<file path="src/rtl/rpg_pkg.sv">
package rpg_pkg;

   typedef enum logic [1:0] {
      PAT_GRAD  = 2'b00,
      PAT_INV   = 2'b01,
      PAT_LINE  = 2'b10,
      PAT_LINE2 = 2'b11
   } pat_mode_e;

   typedef enum logic [1:0] {
      SEL_GEN  = 2'b00,
      SEL_ZERO = 2'b01,
      SEL_MID  = 2'b10,
      SEL_FULL = 2'b11
   } chan_sel_e;

   localparam int POS_W = 16;

   // true when raster position (line, pixel) is at or beyond (ref_line, ref_pix)
   function automatic logic pos_ge(input logic [POS_W-1:0] line,
                                   input logic [POS_W-1:0] pixel,
                                   input logic [POS_W-1:0] ref_line,
                                   input logic [POS_W-1:0] ref_pix);
      return (line > ref_line) || ((line == ref_line) && (pixel >= ref_pix));
   endfunction

endpackage

</file>
<file path="src/rtl/rpg_raster_cnt.sv">
module rpg_raster_cnt #(
   parameter int H_BITS = 13,
   parameter int V_BITS = 12
) (
   input  logic              clk,
   input  logic              rst_n,
   input  logic              en,
   input  logic              interlace_en,
   input  logic [H_BITS-1:0] h_total,
   input  logic [V_BITS-1:0] v_total,
   output logic [H_BITS-1:0] h_cnt,
   output logic [V_BITS-1:0] v_cnt,
   output logic              field
);

   localparam int HN_W = H_BITS + 1;
   localparam int VN_W = V_BITS + 1;

   logic [HN_W-1:0] h_nxt;
   logic [VN_W-1:0] v_nxt;
   logic            h_wrap;
   logic            v_wrap;

   assign h_nxt  = {1'b0, h_cnt} + HN_W'(1);
   assign v_nxt  = {1'b0, v_cnt} + VN_W'(1);
   assign h_wrap = h_nxt >= {1'b0, h_total};
   assign v_wrap = v_nxt >= {1'b0, v_total};

   always_ff @(posedge clk or negedge rst_n) begin
      if (!rst_n) begin
         h_cnt <= '0;
         v_cnt <= '0;
         field <= 1'b0;
      end else if (!en) begin
         h_cnt <= '0;
         v_cnt <= '0;
         field <= 1'b0;
      end else if (h_wrap) begin
         h_cnt <= '0;
         if (v_wrap) begin
            v_cnt <= '0;
            field <= interlace_en & ~field;
         end else begin
            v_cnt <= v_nxt[V_BITS-1:0];
         end
      end else begin
         h_cnt <= h_nxt[H_BITS-1:0];
      end
   end

endmodule

</file>
<file path="src/rtl/rpg_timing_decode.sv">
module rpg_timing_decode
   import rpg_pkg::*;
#(
   parameter int H_BITS = 13,
   parameter int V_BITS = 12,
   parameter int IDX_W  = 9
) (
   input  logic              field,
   input  logic [H_BITS-1:0] h_cnt,
   input  logic [V_BITS-1:0] v_cnt,
   input  logic [H_BITS-1:0] h_de_start,
   input  logic [H_BITS-1:0] h_de_end,
   input  logic [H_BITS-1:0] h_sync_start,
   input  logic [H_BITS-1:0] h_sync_end,
   input  logic [V_BITS-1:0] v_de_start,
   input  logic [V_BITS-1:0] v_de_end,
   input  logic [V_BITS-1:0] v_sync_start,
   input  logic [V_BITS-1:0] v_sync_end,
   input  logic [V_BITS-1:0] f2_de_start,
   input  logic [V_BITS-1:0] f2_de_end,
   input  logic [V_BITS-1:0] f2_sync_start,
   input  logic [V_BITS-1:0] f2_sync_end,
   input  logic [H_BITS-1:0] f2_sync_hpos,
   output logic              de_act,
   output logic              hs_act,
   output logic              vs_act,
   output logic [IDX_W-1:0]  x_idx,
   output logic [IDX_W-1:0]  y_idx
);

   logic [V_BITS-1:0] win_top;
   logic [V_BITS-1:0] win_bot;
   logic [V_BITS-1:0] vs_first;
   logic [V_BITS-1:0] vs_last;
   logic [H_BITS-1:0] vs_pix;
   logic              h_in;
   logic              v_in;
   logic              vs_past_start;
   logic              vs_past_end;

   // field-dependent vertical parameters
   assign win_top  = field ? f2_de_start   : v_de_start;
   assign win_bot  = field ? f2_de_end     : v_de_end;
   assign vs_first = field ? f2_sync_start : v_sync_start;
   assign vs_last  = field ? f2_sync_end   : v_sync_end;
   assign vs_pix   = field ? f2_sync_hpos  : '0;

   assign h_in   = (h_cnt >= h_de_start) && (h_cnt < h_de_end);
   assign v_in   = (v_cnt >= win_top) && (v_cnt < win_bot);
   assign de_act = h_in && v_in;
   assign hs_act = (h_cnt >= h_sync_start) && (h_cnt < h_sync_end);

   assign vs_past_start = pos_ge(POS_W'(v_cnt), POS_W'(h_cnt), POS_W'(vs_first), POS_W'(vs_pix));
   assign vs_past_end   = pos_ge(POS_W'(v_cnt), POS_W'(h_cnt), POS_W'(vs_last), POS_W'(vs_pix));
   assign vs_act        = vs_past_start && !vs_past_end;

   // only the low bits of the offsets reach the pattern arithmetic
   assign x_idx = IDX_W'(h_cnt - h_de_start);
   assign y_idx = IDX_W'(v_cnt - win_top);

endmodule

</file>
<file path="src/rtl/rpg_pattern_core.sv">
module rpg_pattern_core
   import rpg_pkg::*;
#(
   parameter int CH_BITS   = 8,
   parameter int LINE_LOG2 = 3,
   parameter int IDX_W     = CH_BITS + 1
) (
   input  logic [IDX_W-1:0]   x_idx,
   input  logic [IDX_W-1:0]   y_idx,
   input  logic [1:0]         h_mode,
   input  logic [1:0]         v_mode,
   input  logic               h_rep2,
   input  logic               v_rep2,
   input  logic [CH_BITS-1:0] h_step,
   input  logic [CH_BITS-1:0] v_step,
   output logic [CH_BITS-1:0] offset,
   output logic               invert,
   output logic               kill
);

   logic [CH_BITS-1:0] xs;
   logic [CH_BITS-1:0] ys;
   logic [CH_BITS-1:0] h_term;
   logic [CH_BITS-1:0] v_term;
   pat_mode_e          hm;
   pat_mode_e          vm;

   assign hm = pat_mode_e'(h_mode);
   assign vm = pat_mode_e'(v_mode);

   assign xs = h_rep2 ? x_idx[IDX_W-1:1] : x_idx[CH_BITS-1:0];
   assign ys = v_rep2 ? y_idx[IDX_W-1:1] : y_idx[CH_BITS-1:0];

   assign h_term = (hm == PAT_GRAD) ? CH_BITS'(xs * h_step) : '0;
   assign v_term = (vm == PAT_GRAD) ? CH_BITS'(ys * v_step) : '0;
   assign offset = h_term + v_term;

   assign invert = ((hm == PAT_INV) && xs[0]) ^ ((vm == PAT_INV) && ys[0]);

   assign kill = (h_mode[1] && (xs[LINE_LOG2-1:0] != '0)) ||
                 (v_mode[1] && (ys[LINE_LOG2-1:0] != '0));

endmodule

</file>
<file path="src/rtl/raster_pattern_gen.sv">
module raster_pattern_gen
   import rpg_pkg::*;
#(
   parameter int H_BITS    = 13,
   parameter int V_BITS    = 12,
   parameter int CH_BITS   = 8,
   parameter int NUM_CH    = 3,
   parameter int LUMA_CH   = 1,
   parameter int LINE_LOG2 = 3
) (
   input  logic                      clk,
   input  logic                      rst_n,
   input  logic                      en,
   input  logic [H_BITS-1:0]         h_total,
   input  logic [H_BITS-1:0]         h_de_start,
   input  logic [H_BITS-1:0]         h_de_end,
   input  logic [H_BITS-1:0]         h_sync_start,
   input  logic [H_BITS-1:0]         h_sync_end,
   input  logic [V_BITS-1:0]         v_total,
   input  logic [V_BITS-1:0]         v_de_start,
   input  logic [V_BITS-1:0]         v_de_end,
   input  logic [V_BITS-1:0]         v_sync_start,
   input  logic [V_BITS-1:0]         v_sync_end,
   input  logic                      interlace_en,
   input  logic [V_BITS-1:0]         f2_de_start,
   input  logic [V_BITS-1:0]         f2_de_end,
   input  logic [V_BITS-1:0]         f2_sync_start,
   input  logic [V_BITS-1:0]         f2_sync_end,
   input  logic [H_BITS-1:0]         f2_sync_hpos,
   input  logic                      hs_pol,
   input  logic                      vs_pol,
   input  logic [1:0]                h_mode,
   input  logic [1:0]                v_mode,
   input  logic                      h_rep2,
   input  logic                      v_rep2,
   input  logic [CH_BITS-1:0]        h_step,
   input  logic [CH_BITS-1:0]        v_step,
   input  logic [NUM_CH*CH_BITS-1:0] init_color,
   input  logic [NUM_CH*2-1:0]       ch_sel,
   input  logic [CH_BITS-1:0]        blank_luma,
   input  logic [CH_BITS-1:0]        blank_chroma,
   output logic [NUM_CH*CH_BITS-1:0] pix,
   output logic                      hsync,
   output logic                      vsync,
   output logic                      de
);

   localparam int IDX_W  = CH_BITS + 1;
   localparam int PIX_W  = NUM_CH * CH_BITS;
   localparam logic [CH_BITS-1:0] LVL_MID  = CH_BITS'(1) << (CH_BITS - 1);
   localparam logic [CH_BITS-1:0] LVL_FULL = '1;

   // elaboration-time parameter checks
   if (H_BITS < IDX_W || H_BITS > POS_W) begin : g_bad_h
      $error("H_BITS must lie between CH_BITS+1 and %0d", POS_W);
   end
   if (V_BITS < IDX_W || V_BITS > POS_W) begin : g_bad_v
      $error("V_BITS must lie between CH_BITS+1 and %0d", POS_W);
   end
   if (LUMA_CH < 0 || LUMA_CH >= NUM_CH) begin : g_bad_luma
      $error("LUMA_CH must name one of the NUM_CH components");
   end
   if (LINE_LOG2 < 1 || LINE_LOG2 > CH_BITS) begin : g_bad_line
      $error("LINE_LOG2 must lie between 1 and CH_BITS");
   end

   logic [H_BITS-1:0]  h_cnt;
   logic [V_BITS-1:0]  v_cnt;
   logic               field;
   logic               de_act;
   logic               hs_act;
   logic               vs_act;
   logic               de_live;
   logic [IDX_W-1:0]   x_idx;
   logic [IDX_W-1:0]   y_idx;
   logic [CH_BITS-1:0] offset;
   logic               invert;
   logic               kill;
   logic [PIX_W-1:0]   pix_nxt;

   rpg_raster_cnt #(
      .H_BITS (H_BITS),
      .V_BITS (V_BITS)
   ) u_cnt (
      .clk          (clk),
      .rst_n        (rst_n),
      .en           (en),
      .interlace_en (interlace_en),
      .h_total      (h_total),
      .v_total      (v_total),
      .h_cnt        (h_cnt),
      .v_cnt        (v_cnt),
      .field        (field)
   );

   rpg_timing_decode #(
      .H_BITS (H_BITS),
      .V_BITS (V_BITS),
      .IDX_W  (IDX_W)
   ) u_dec (
      .field         (field),
      .h_cnt         (h_cnt),
      .v_cnt         (v_cnt),
      .h_de_start    (h_de_start),
      .h_de_end      (h_de_end),
      .h_sync_start  (h_sync_start),
      .h_sync_end    (h_sync_end),
      .v_de_start    (v_de_start),
      .v_de_end      (v_de_end),
      .v_sync_start  (v_sync_start),
      .v_sync_end    (v_sync_end),
      .f2_de_start   (f2_de_start),
      .f2_de_end     (f2_de_end),
      .f2_sync_start (f2_sync_start),
      .f2_sync_end   (f2_sync_end),
      .f2_sync_hpos  (f2_sync_hpos),
      .de_act        (de_act),
      .hs_act        (hs_act),
      .vs_act        (vs_act),
      .x_idx         (x_idx),
      .y_idx         (y_idx)
   );

   rpg_pattern_core #(
      .CH_BITS   (CH_BITS),
      .LINE_LOG2 (LINE_LOG2),
      .IDX_W     (IDX_W)
   ) u_pat (
      .x_idx  (x_idx),
      .y_idx  (y_idx),
      .h_mode (h_mode),
      .v_mode (v_mode),
      .h_rep2 (h_rep2),
      .v_rep2 (v_rep2),
      .h_step (h_step),
      .v_step (v_step),
      .offset (offset),
      .invert (invert),
      .kill   (kill)
   );

   assign de_live = en && de_act;

   for (genvar k = 0; k < NUM_CH; k++) begin : g_ch
      logic [CH_BITS-1:0] seed_k;
      logic [CH_BITS-1:0] sum_k;
      logic [CH_BITS-1:0] gen_k;
      logic [CH_BITS-1:0] act_k;
      logic [CH_BITS-1:0] blank_k;

      assign seed_k = init_color[k*CH_BITS +: CH_BITS];
      assign sum_k  = seed_k + offset;
      assign gen_k  = kill ? '0 : (invert ? ~sum_k : sum_k);

      always_comb begin
         case (chan_sel_e'(ch_sel[2*k +: 2]))
            SEL_ZERO: act_k = '0;
            SEL_MID:  act_k = LVL_MID;
            SEL_FULL: act_k = LVL_FULL;
            default:  act_k = gen_k;
         endcase
      end

      if (k == LUMA_CH) begin : g_luma
         assign blank_k = blank_luma;
      end else begin : g_chroma
         assign blank_k = blank_chroma;
      end

      assign pix_nxt[k*CH_BITS +: CH_BITS] = de_live ? act_k : blank_k;
   end

   always_ff @(posedge clk or negedge rst_n) begin
      if (!rst_n) begin
         de    <= 1'b0;
         hsync <= 1'b0;
         vsync <= 1'b0;
         pix   <= '0;
      end else begin
         de    <= de_live;
         hsync <= (en && hs_act) ? hs_pol : ~hs_pol;
         vsync <= (en && vs_act) ? vs_pol : ~vs_pol;
         pix   <= pix_nxt;
      end
   end

endmodule

</file>
<file path="config.mk">
export PLATFORM = sky130hd
export DESIGN_NAME = raster_pattern_gen
export DESIGN_NICKNAME = d
export VERILOG_FILES = /design/src/rtl/rpg_pkg.sv /design/src/rtl/rpg_raster_cnt.sv /design/src/rtl/rpg_timing_decode.sv /design/src/rtl/rpg_pattern_core.sv /design/src/rtl/raster_pattern_gen.sv
export SDC_FILE = /design/constraint.sdc
export NUM_CORES = 1
export LEC_CHECK = 0
export ABC_AREA = 1
export BUFFER_PORTS_ARGS = -buffer_cell sky130_fd_sc_hd__buf_2
export CAP_MARGIN = 10
export CELL_PAD_IN_SITES_DETAIL_PLACEMENT = 1
export CELL_PAD_IN_SITES_GLOBAL_PLACEMENT = 2
export CORE_MARGIN = 3
export CORE_UTILIZATION = 26
export CTS_CLUSTER_SIZE = 40
export DETAILED_ROUTE_END_ITERATION = 10
export MAX_ROUTING_LAYER = met4
export PLACE_DENSITY = 0.85
export SYNTH_ARGS = -nofsm -noshare
export SYNTH_HDL_FRONTEND = slang
export SYNTH_SLANG_ARGS = --single-unit
</file>
<file path="constraint.sdc">
create_clock -name clk -period 6.25 [get_ports clk]
set_input_delay 1.875 -clock clk [delete_from_list [all_inputs] [get_ports clk]]
set_output_delay 1.875 -clock clk [all_outputs]
set_load 0.02 [all_outputs]
</file>
==> impl_summary.md, run 1 <==
Synth
The count of unique library cells instantiated by Yosys is 46. The area of the mapped netlist is about 10,000 µm². Among all flip-flop cells after synthesis, the most frequent one is sky130_fd_sc_hd__dfrtp_1. After synthesis, the mean cell area works out to 6.831 µm². In the synthesized netlist the async set-or-reset flop fraction comes to between 90% and 100%.

The synthesized design contains between 50 and 60 register bits. Sequential elements use 12.73% of the synthesized area. The total of warnings raised by yosys is 0.

Counting flops with a built-in enable in the synthesized netlist gives 0. Synthesis produced a netlist with a net count of around 2,000. After technology mapping, the gate count stands at between 1,500 and 2,000.

Route
In the routed design, unresolved DRC markers number 0. In this run, the number of DRC markers left after iteration 0 of detailed routing was between 300 and 400. The average wire per standard cell is 18.26 µm. The detailed-routing iteration count for the pre-antenna-repair pass is 5.

Once detail routing completed, the nets flagged for antenna violations numbered 0. The sum of routed wire length over all layers is roughly 46,000 µm. Detailed routing inserted a total of about 12,000 vias. Using the TritonRoute via totals, the vias-per-cell ratio works out to between 4 and 5.

Final layout
The cell area after layout is roughly 15,000 µm². Cells fill between 30% and 40% of the core in the end. The area added between synthesis and finish is 47.97%. At the end of the flow, the number of nets in the layout was ~2,500.

The count of filler cells inserted in the layout is roughly 5,000. The combined flip-flop and latch cell area is roughly 1300 µm². Cells with a size suffix above 1 make up between 30% and 40% of the layout. The multi-input combinational cells in the finished layout cover a total of ~9000 µm².

Worst setup path
The critical path starts at f2_de_start[0]. The data required time of the worst path is 6.45 ns. The startpoint class of the critical path is a primary input. The critical path is of the in2reg type. The master of the slowest instance on the critical path is sky130_fd_sc_hd__fa_2. The library cell appearing most often on the critical path is sky130_fd_sc_hd__inv_2. The worst register-to-register path begins at u_cnt.field$_DFFE_PN0P_. The category of the worst setup path capture point is a flop.

The largest incremental delay on the critical path is about 0.59 ns. The signal arrival time at the worst endpoint is approximately 7.5 ns. Setup slack on the worst reg-to-reg path comes out at -0.17 ns. The largest fanout on the critical path is 4.

Clocking
The clock drives 53 sinks. The number of hold buffers added after cts is 0. The longest clock path from root to sink contains 2 buffers.

The clock slew at the register clock pins of the worst setup and hold paths is 0.09 ns. TritonCTS built the clock tree. The number of clock buffers added by TritonCTS is 5. In this run the clock root is driven by a sky130_fd_sc_hd__clkbuf_16. The CTS H-tree depth is 2.

The later-pin clock latency in the skew report is 0.32 ns.

Floorplanning
The row count is roughly 70. The floorplan die width is a little over 200 µm. approximately 290 I/O pins were placed. The die covers between 40,000 and 50,000 µm².

For this configuration, the core starts out at a cell density of between 20% and 30%. The area of the core is 39,100 µm². The die is 206.2 µm tall.

Run status
The final reports fail on setup timing. The flow ran to the end, but the final reports show violations.

Timing
The pin slew with the least headroom to its limit is ~1.1 ns. The setup slack after layout is -1.023 ns. Setup repair after global routing could not meet its margin everywhere. The final critical-path share of the clock period is 116.4%. The count of endpoints failing hold in the final timing report is 0. The number of slew-limit violations in the final report is 0.

The total setup violations reported at the end of the flow is 14. Derived from the worst setup path, the maximum achievable clock frequency is 0.1375 GHz. The normalized max-slew margin is 22.56%. The final period demand of the worst path is 7.273 ns. The worst-case clock skew is 0.01405 ns. The total negative setup slack is -9.760 ns.

Placement
The weighted congestion reported at the end of routability-driven placement is roughly 0.86. The detailed-placement wirelength estimate is 36,660 µm. The number of port buffers is around 290. In this run the cell area measured after placement is roughly 14,000 µm².

Global routing
The initial antenna violation count came to 2. The total routing resource utilization after global routing is about a fifth. Entering global routing, the biggest net connects 54 pins. For this run the aggregate overflow at the end of global routing stands at 0. The number of global-route vias before repair came to ~13,000.

The first-pass GRT wire length is 68,100 µm.

Pwr
The design draws 3716 µW. The total leakage power is roughly 0.0086 µW. The worst vdd rail ir drop is 0.2890 mV. Power spread over the standard cell area amounts to about 240 nW/µm².

Flow run
The tool flagged a number of max-cap violations equal to 0.

Min path
The launch instance of the worst min-delay path is u_cnt.h_cnt[0]$_DFF_PN0_. The class of the worst hold path is reg2reg.
-- worst max-delay path: cells and delay by family --
| kind | cells | cell delay, ns |
|---|---|---|
| adder cells (fa/ha/maj) | 9 | 3.12 |
| XOR/XNOR | 3 | 0.63 |
| AND/OR/NAND/NOR | 11 | 0.90 |
| AO/OA/AOI/OAI | 3 | 0.37 |
| buffers and inverters | 9 | 0.60 |
-- cells by family (layout without fill, tap and decap cells) --
group | after synthesis | in the layout | share of synthesized area, %
flip-flops | 53 | 53 | 12.73
adder cells (fa/ha/maj) | 227 | 227 | 29.43
buffers and inverters | 319 | 802 | 11.75
AO/OA/AOI/OAI | 200 | 200 | 10.93
other | 0 | 1 | 0
XOR/XNOR | 69 | 69 | 5.801
AND/OR/NAND/NOR | 613 | 613 | 25.14
multiplexers | 44 | 44 | 4.228
-- layout make-up --
class / instances / share of cell area (%)
antenna: 1 / 0.01623
clock buffer: 6 / 0.8360
clock inverter: 2 / 0.06493
inverter: 300 / 7.467
multi-input combinational: 1153 / 57.58
sequential: 53 / 8.628
tap: 518 / 4.205
timing repair buffer: 493 / 21.07
timing repair inverter: 1 / 0.1299
-- layout by cell type, fill, tap and decap left out, types with 12 or more instances in the layout --
| cell type | synthesis | routed |
|---|---|---|
| sky130_fd_sc_hd__nor3_1 | 12 | 12 |
| sky130_fd_sc_hd__o21ai_1 | 1 | 15 |
| sky130_fd_sc_hd__xnor2_1 | 26 | 19 |
| sky130_fd_sc_hd__ha_1 | 197 | 167 |
| sky130_fd_sc_hd__buf_2 | 4 | 280 |
| sky130_fd_sc_hd__mux2i_1 | 44 | 40 |
| sky130_fd_sc_hd__a21oi_2 | 1 | 12 |
| sky130_fd_sc_hd__o21ai_0 | 65 | 43 |
| sky130_fd_sc_hd__dfrtp_1 | 53 | 52 |
| sky130_fd_sc_hd__ha_4 | 0 | 28 |
| sky130_fd_sc_hd__nand4_1 | 23 | 23 |
| sky130_fd_sc_hd__inv_1 | 294 | 260 |
| sky130_fd_sc_hd__inv_2 | 4 | 33 |
| sky130_fd_sc_hd__nor2_1 | 121 | 103 |
| sky130_fd_sc_hd__nand2_1 | 324 | 277 |
| sky130_fd_sc_hd__buf_6 | 2 | 44 |
| sky130_fd_sc_hd__nand2_4 | 2 | 19 |
| sky130_fd_sc_hd__buf_4 | 1 | 163 |
| sky130_fd_sc_hd__xor2_1 | 43 | 35 |
| sky130_fd_sc_hd__fa_1 | 30 | 25 |
| sky130_fd_sc_hd__nand2_2 | 13 | 43 |
| sky130_fd_sc_hd__nand3_1 | 99 | 92 |
| sky130_fd_sc_hd__a21oi_1 | 84 | 70 |
| sky130_fd_sc_hd__nor2_2 | 2 | 14 |
-- final timing paths --
check,end,cells past startpoint
min in group asynchronous,hsync$_DFF_PN0_,2
setup reg to reg,pix[7]$_DFF_PN0_,33
max in group asynchronous,u_cnt.field$_DFFE_PN0P_,2
setup / recovery,pix[7]$_DFF_PN0_,35
hold / removal,u_cnt.h_cnt[0]$_DFF_PN0_,2
hold reg to reg,u_cnt.h_cnt[0]$_DFF_PN0_,2
-- state kept, by name (all words and copies together) (netlist names) --
register / count
u_cnt.field: 1
vsync: 1
u_cnt.v_cnt: 12
pix: 24
u_cnt.h_cnt: 13
de: 1
hsync: 1
-- stage by stage --
step           setup slack [ns]  std cells  hold WS, ns
4_1_cts                 -0.7972       2513       0.5759
3_3_place_gp             -1.275       2463       0.5433
2_1_floorplan           -0.8184       1525       0.4782
5_1_grt                  -1.259       2527       0.6043
3_5_place_dp             -1.421       2463       0.5597
6_report                 -1.023       2527       0.5684
-- synthesized netlist by cell type, drive strengths merged (9+ instances only) --
| master | count | area share (%) |
|---|---|---|
| nand2 | 339 | 13 |
| inv | 299 | 11 |
| a21oi | 85 | 4.1 |
| dfrtp | 53 | 13 |
| a21o | 9 | 0.65 |
| nor2 | 123 | 4.5 |
| o21ai | 68 | 3.3 |
| nand3 | 102 | 5.0 |
| ha | 197 | 24 |
| buf | 12 | 0.66 |
| xor2 | 43 | 3.6 |
| xnor2 | 26 | 2.2 |
| fa | 30 | 5.8 |
| nand4 | 23 | 1.4 |
| nor3 | 12 | 0.58 |
| mux2i | 44 | 4.2 |
-- metal layers --
layer  GRT usage (%)  share of wire [%]  wire, µm
met1           24.82                 42     19480
met2           38.06                 52     23860
met3           2.552                3.2      1454
met4           6.036                2.9      1348
met5               -                  0         0
-- report_power, final --
part / leakage (µW) / internal (µW) / total (µW) / switching, µW
Sequential: 0.000672 / 356 / 369 / 12.3
Combinational: 0.00790 / 1490 / 3050 / 1560
Clock: 0.0000706 / 149 / 301 / 152
-- timing repair --
| action | 4_1_cts | 5_1_grt |
|---|---|---|
| pin swaps | 82 | 86 |
| setup buffers | 68 | 25 |
| resized for setup | 152 | 105 |
| cloned | 2 | 0 |
| endpoints found under the setup margin | 15 | 25 |
Power figures use the tool's default switching activity.
==> run 2: changes to the inputs <==
--- a/config.mk
+++ b/config.mk
@@ -12,6 +12,7 @@
 export CELL_PAD_IN_SITES_GLOBAL_PLACEMENT = 2
 export CORE_MARGIN = 3
 export CORE_UTILIZATION = 26
+export CTS_CLUSTER_DIAMETER = 200
 export CTS_CLUSTER_SIZE = 40
 export DETAILED_ROUTE_END_ITERATION = 10
 export MAX_ROUTING_LAYER = met4
==> constraint.sdc (replaced) <==
create_clock -name clk -period 6.25 [get_ports clk]
set_input_delay 0.9375 -clock clk [delete_from_list [all_inputs] [get_ports clk]]
set_output_delay 0.9375 -clock clk [all_outputs]
set_load 0.02 [all_outputs]
==> run 2 against run 1 <==
Critical path type unchanged. The flow still finishes with violations (setup timing). Combinational power shrank 5%. Global-route usage is 0.97 points lower. Die area is the same.
==> impl_summary.md, run 2 (same netlist as run 1, synthesis figures left out) <==
Floorplanning
The top-level port count was 287 (unchanged). The area enclosed by the die boundary is 42,510 µm² (unchanged). The die height is 206.2 µm (unchanged). The starting density of the core came to 26.64% (unchanged). The area of the core is 39,100 µm² (unchanged). The floorplan die width is 206.2 µm (unchanged). The row count is 72 (unchanged).

Flow run
The number of maximum-capacitance constraint violations came to 0 (unchanged).

Final layout
The most flop-heavy register is pix (unchanged). The layout cell share with drive strength beyond 1 is 34.05% (was 35.61%). The area added between synthesis and finish is 44.48% (was 47.97%). The final net count is 2,486 (was 2,494). Commonest cells after routing, fill and taps aside: sky130_fd_sc_hd__nand2_1 (287), sky130_fd_sc_hd__buf_2 (286), sky130_fd_sc_hd__inv_1 (265) (was sky130_fd_sc_hd__buf_2 (280), sky130_fd_sc_hd__nand2_1 (277), sky130_fd_sc_hd__inv_1 (260)). The combined flip-flop and latch cell area is 1330 µm² (unchanged). The cell area after layout came to 15,050 µm² (was 15,410 µm²).

The flip-flop count of the largest register, all copies and words added is 24 (unchanged). The count of filler cells inserted in the layout is 5,005 (was 5,004). The area of the multi-input gates is 8743 µm² (was 8876 µm²).

Top flop regs: pix x24, u_cnt.h_cnt x13, u_cnt.v_cnt x12 (unchanged). The most common cell after layout, fill and taps aside is sky130_fd_sc_hd__nand2_1 (was sky130_fd_sc_hd__buf_2).

Clocking
The clock buffer count from CTS is 5 (unchanged). The later-pin clock latency in the skew report is 0.32 ns (about the same). The master cell of the clock root buffer is sky130_fd_sc_hd__clkbuf_16 (unchanged). The TritonCTS clock tree is yes (unchanged).

The clock tree buffer depth is 2 (unchanged). The clock sink total was 53 (unchanged). The clock slew at the register clock pins of the worst setup and hold paths was 0.07 ns (was 0.09 ns).

The CTS H-tree depth was 2 (unchanged).

Timing
The total setup violations reported at the end of the flow is 4 (was 14). The number of slew-limit violations in the final report is 0 (unchanged). The setup slack after layout is -0.1568 ns (was -1.023 ns).

The total negative setup slack is -0.4599 ns (was -9.760 ns). The worst-case clock skew is 0.01167 ns (was 0.01405 ns). The highest clock frequency the design can meet is 0.1561 GHz (was 0.1375 GHz). The count of endpoints failing hold in the final timing report is 0 (unchanged). Unrepaired setup endpoints after global routing: yes (unchanged).

The hold slack is 0.5807 ns (was 0.5684 ns). The final period demand of the worst path is 6.407 ns (was 7.273 ns). The pin slew with the least headroom to its limit is 0.8591 ns (was 1.132 ns). The final critical-path share of the clock period is 102.5% (was 116.4%). The normalized max-slew margin is 41.25% (was 22.56%).

Worst setup path
The library cell appearing most often on the critical path was sky130_fd_sc_hd__inv_2 (unchanged). The largest fanout on the critical path is 6 (was 4). The signal arrival time at the worst endpoint is 6.66 ns (was 7.48 ns). The data required time of the worst path came to 6.50 ns (was 6.45 ns). The largest incremental delay on the critical path is 0.53 ns (was 0.59 ns). The master of the slowest instance on the critical path is sky130_fd_sc_hd__fa_1 (was sky130_fd_sc_hd__fa_2). The category of the worst setup path capture point is a flop (unchanged). The register-to-register setup slack was -0.13 ns (was -0.17 ns).

The startpoint class of the critical path is a primary input (unchanged). The path type of the worst setup path is in2reg (unchanged).

Placement
The weighted congestion reported at the end of routability-driven placement is 0.8841 (was 0.8594). The number of port buffers came to 286 (unchanged). The detailed-placement wirelength estimate was 33,720 µm (was 36,660 µm).

The area after detailed placement came to 13,230 µm² (was 13,740 µm²). The post-placement worst setup slack came to -0.6146 ns (was -1.421 ns).

Min path
The class of the worst hold path is reg2reg (unchanged).

Pwr
The power density over cell area is 236.3 nW/µm² (was 241.1 nW/µm²). The switching part of the total power was 47.98% (was 46.42%). The worst vdd rail ir drop is 0.1618 mV (was 0.2890 mV). The combinational share of power is 81.3% (was 82.0%). The total leakage power is 0.008570 µW (was 0.008646 µW). The share of total power in sequential cells is 10.3% (was 9.9%). The part of the total power dissipated in the clock network is 8.3% (was 8.1%). The net switching power of the design is 1706 µW (was 1725 µW). The internal power of the cells is 1850 µW (was 1991 µW).

Route
The number of DRC violations after detailed routing is 0 (unchanged). The average wire per standard cell is 17.38 µm (was 18.26 µm). The via count was 11,874 (was 11,954). The number of DRC violations after detailed-routing iteration 0 is 296 (was 335). The number of vias per cell was 4.712 (was 4.731). The number of nets with antenna violations after detailed routing came to 0 (unchanged).

The detailed-routing iteration count for the pre-antenna-repair pass is 4 (was 5). The sum of routed wire length over all layers is 43,790 µm (was 46,140 µm).

Global routing
The first-pass GRT wire length was 65,970 µm (was 68,100 µm). The residual overflow from global routing is 0 (unchanged). The number of global-route vias before repair is 13,022 (was 12,830). The largest net degree at the start of global routing is 54 (unchanged).

The total routing resource utilization after global routing is 20.19% (was 21.16%). The initial antenna violation count is 2 (unchanged).

Run status
Run status: complete, but fails checks (unchanged). Violations in the final reports: setup timing (unchanged).
## run 2: routing by layer
layer	global-route usage (%)	share of wire (%)
met1	22.69	42
met2	37.00	52
met3	2.268	3.1
met4	7.152	3.4
met5	-	0
## run 2: power groups by stage
stage                     Combinational (µW)  Sequential [µW]  Clock [µW]
after floorplan                         1420              383           0
after global placement                  2110              376           0
after detailed placement                2200              377           0
after CTS                               2520              367         313
after global routing                    3210              368         320
final                                   2890              367         297
## run 2: repair_timing
action                                  in CTS  in global routing
pin swaps                                   55                 88
hold buffers                                 0                  0
setup buffers                               93                 15
endpoints found under the hold margin        0                  0
endpoints found under the setup margin       8                 26
gates resized for setup                     95                122
cloned                                       0                  4
## run 2: critical path: cells and delay by family
kind / cells / cell delay [ns]
adders and majority gates: 7 / 2.54
and+or+nand+nor: 11 / 1.02
buffers and inverters: 12 / 0.99
xor gates and xnor gates: 3 / 0.54
AOI/OAI and AO/OA: 3 / 0.41
muxes: 1 / 0.19
## run 2: layout make-up
class	instances	share of cell area (%)
sequential	53	8.837
antenna	2	0.03325
timing repair inverter	2	0.1164
multi-input combinational	1154	58.09
tap	518	4.306
clock buffer	7	0.8812
clock inverter	1	0.04988
timing repair buffer	483	19.98
inverter	300	7.698
## run 2: per-stage QoR
| step | power [µW] | std cells | util [%] |
|---|---|---|---|
| 2_1_floorplan | 1804 | 1525 | - |
| 3_3_place_gp | 2490 | 2407 | 33.84 |
| 3_5_place_dp | 2574 | 2407 | 33.84 |
| 4_1_cts | 3198 | 2507 | 36.88 |
| 5_1_grt | 3903 | 2520 | 38.50 |
| 6_report | 3557 | 2520 | 38.50 |
## run 2: worst paths after layout
path | start | endpoint | cells after the start
max | f2_de_start[2] | pix[23]$_DFF_PN0_ | 37
min | u_cnt.h_cnt[0]$_DFF_PN0_ | u_cnt.h_cnt[0]$_DFF_PN0_ | 2
max reg2reg | u_cnt.field$_DFFE_PN0P_ | pix[23]$_DFF_PN0_ | 40
min reg2reg | u_cnt.h_cnt[0]$_DFF_PN0_ | u_cnt.h_cnt[0]$_DFF_PN0_ | 2
max in group asynchronous | rst_n | u_cnt.field$_DFFE_PN0P_ | 2
min in group asynchronous | rst_n | u_cnt.v_cnt[10]$_DFFE_PN0P_ | 2
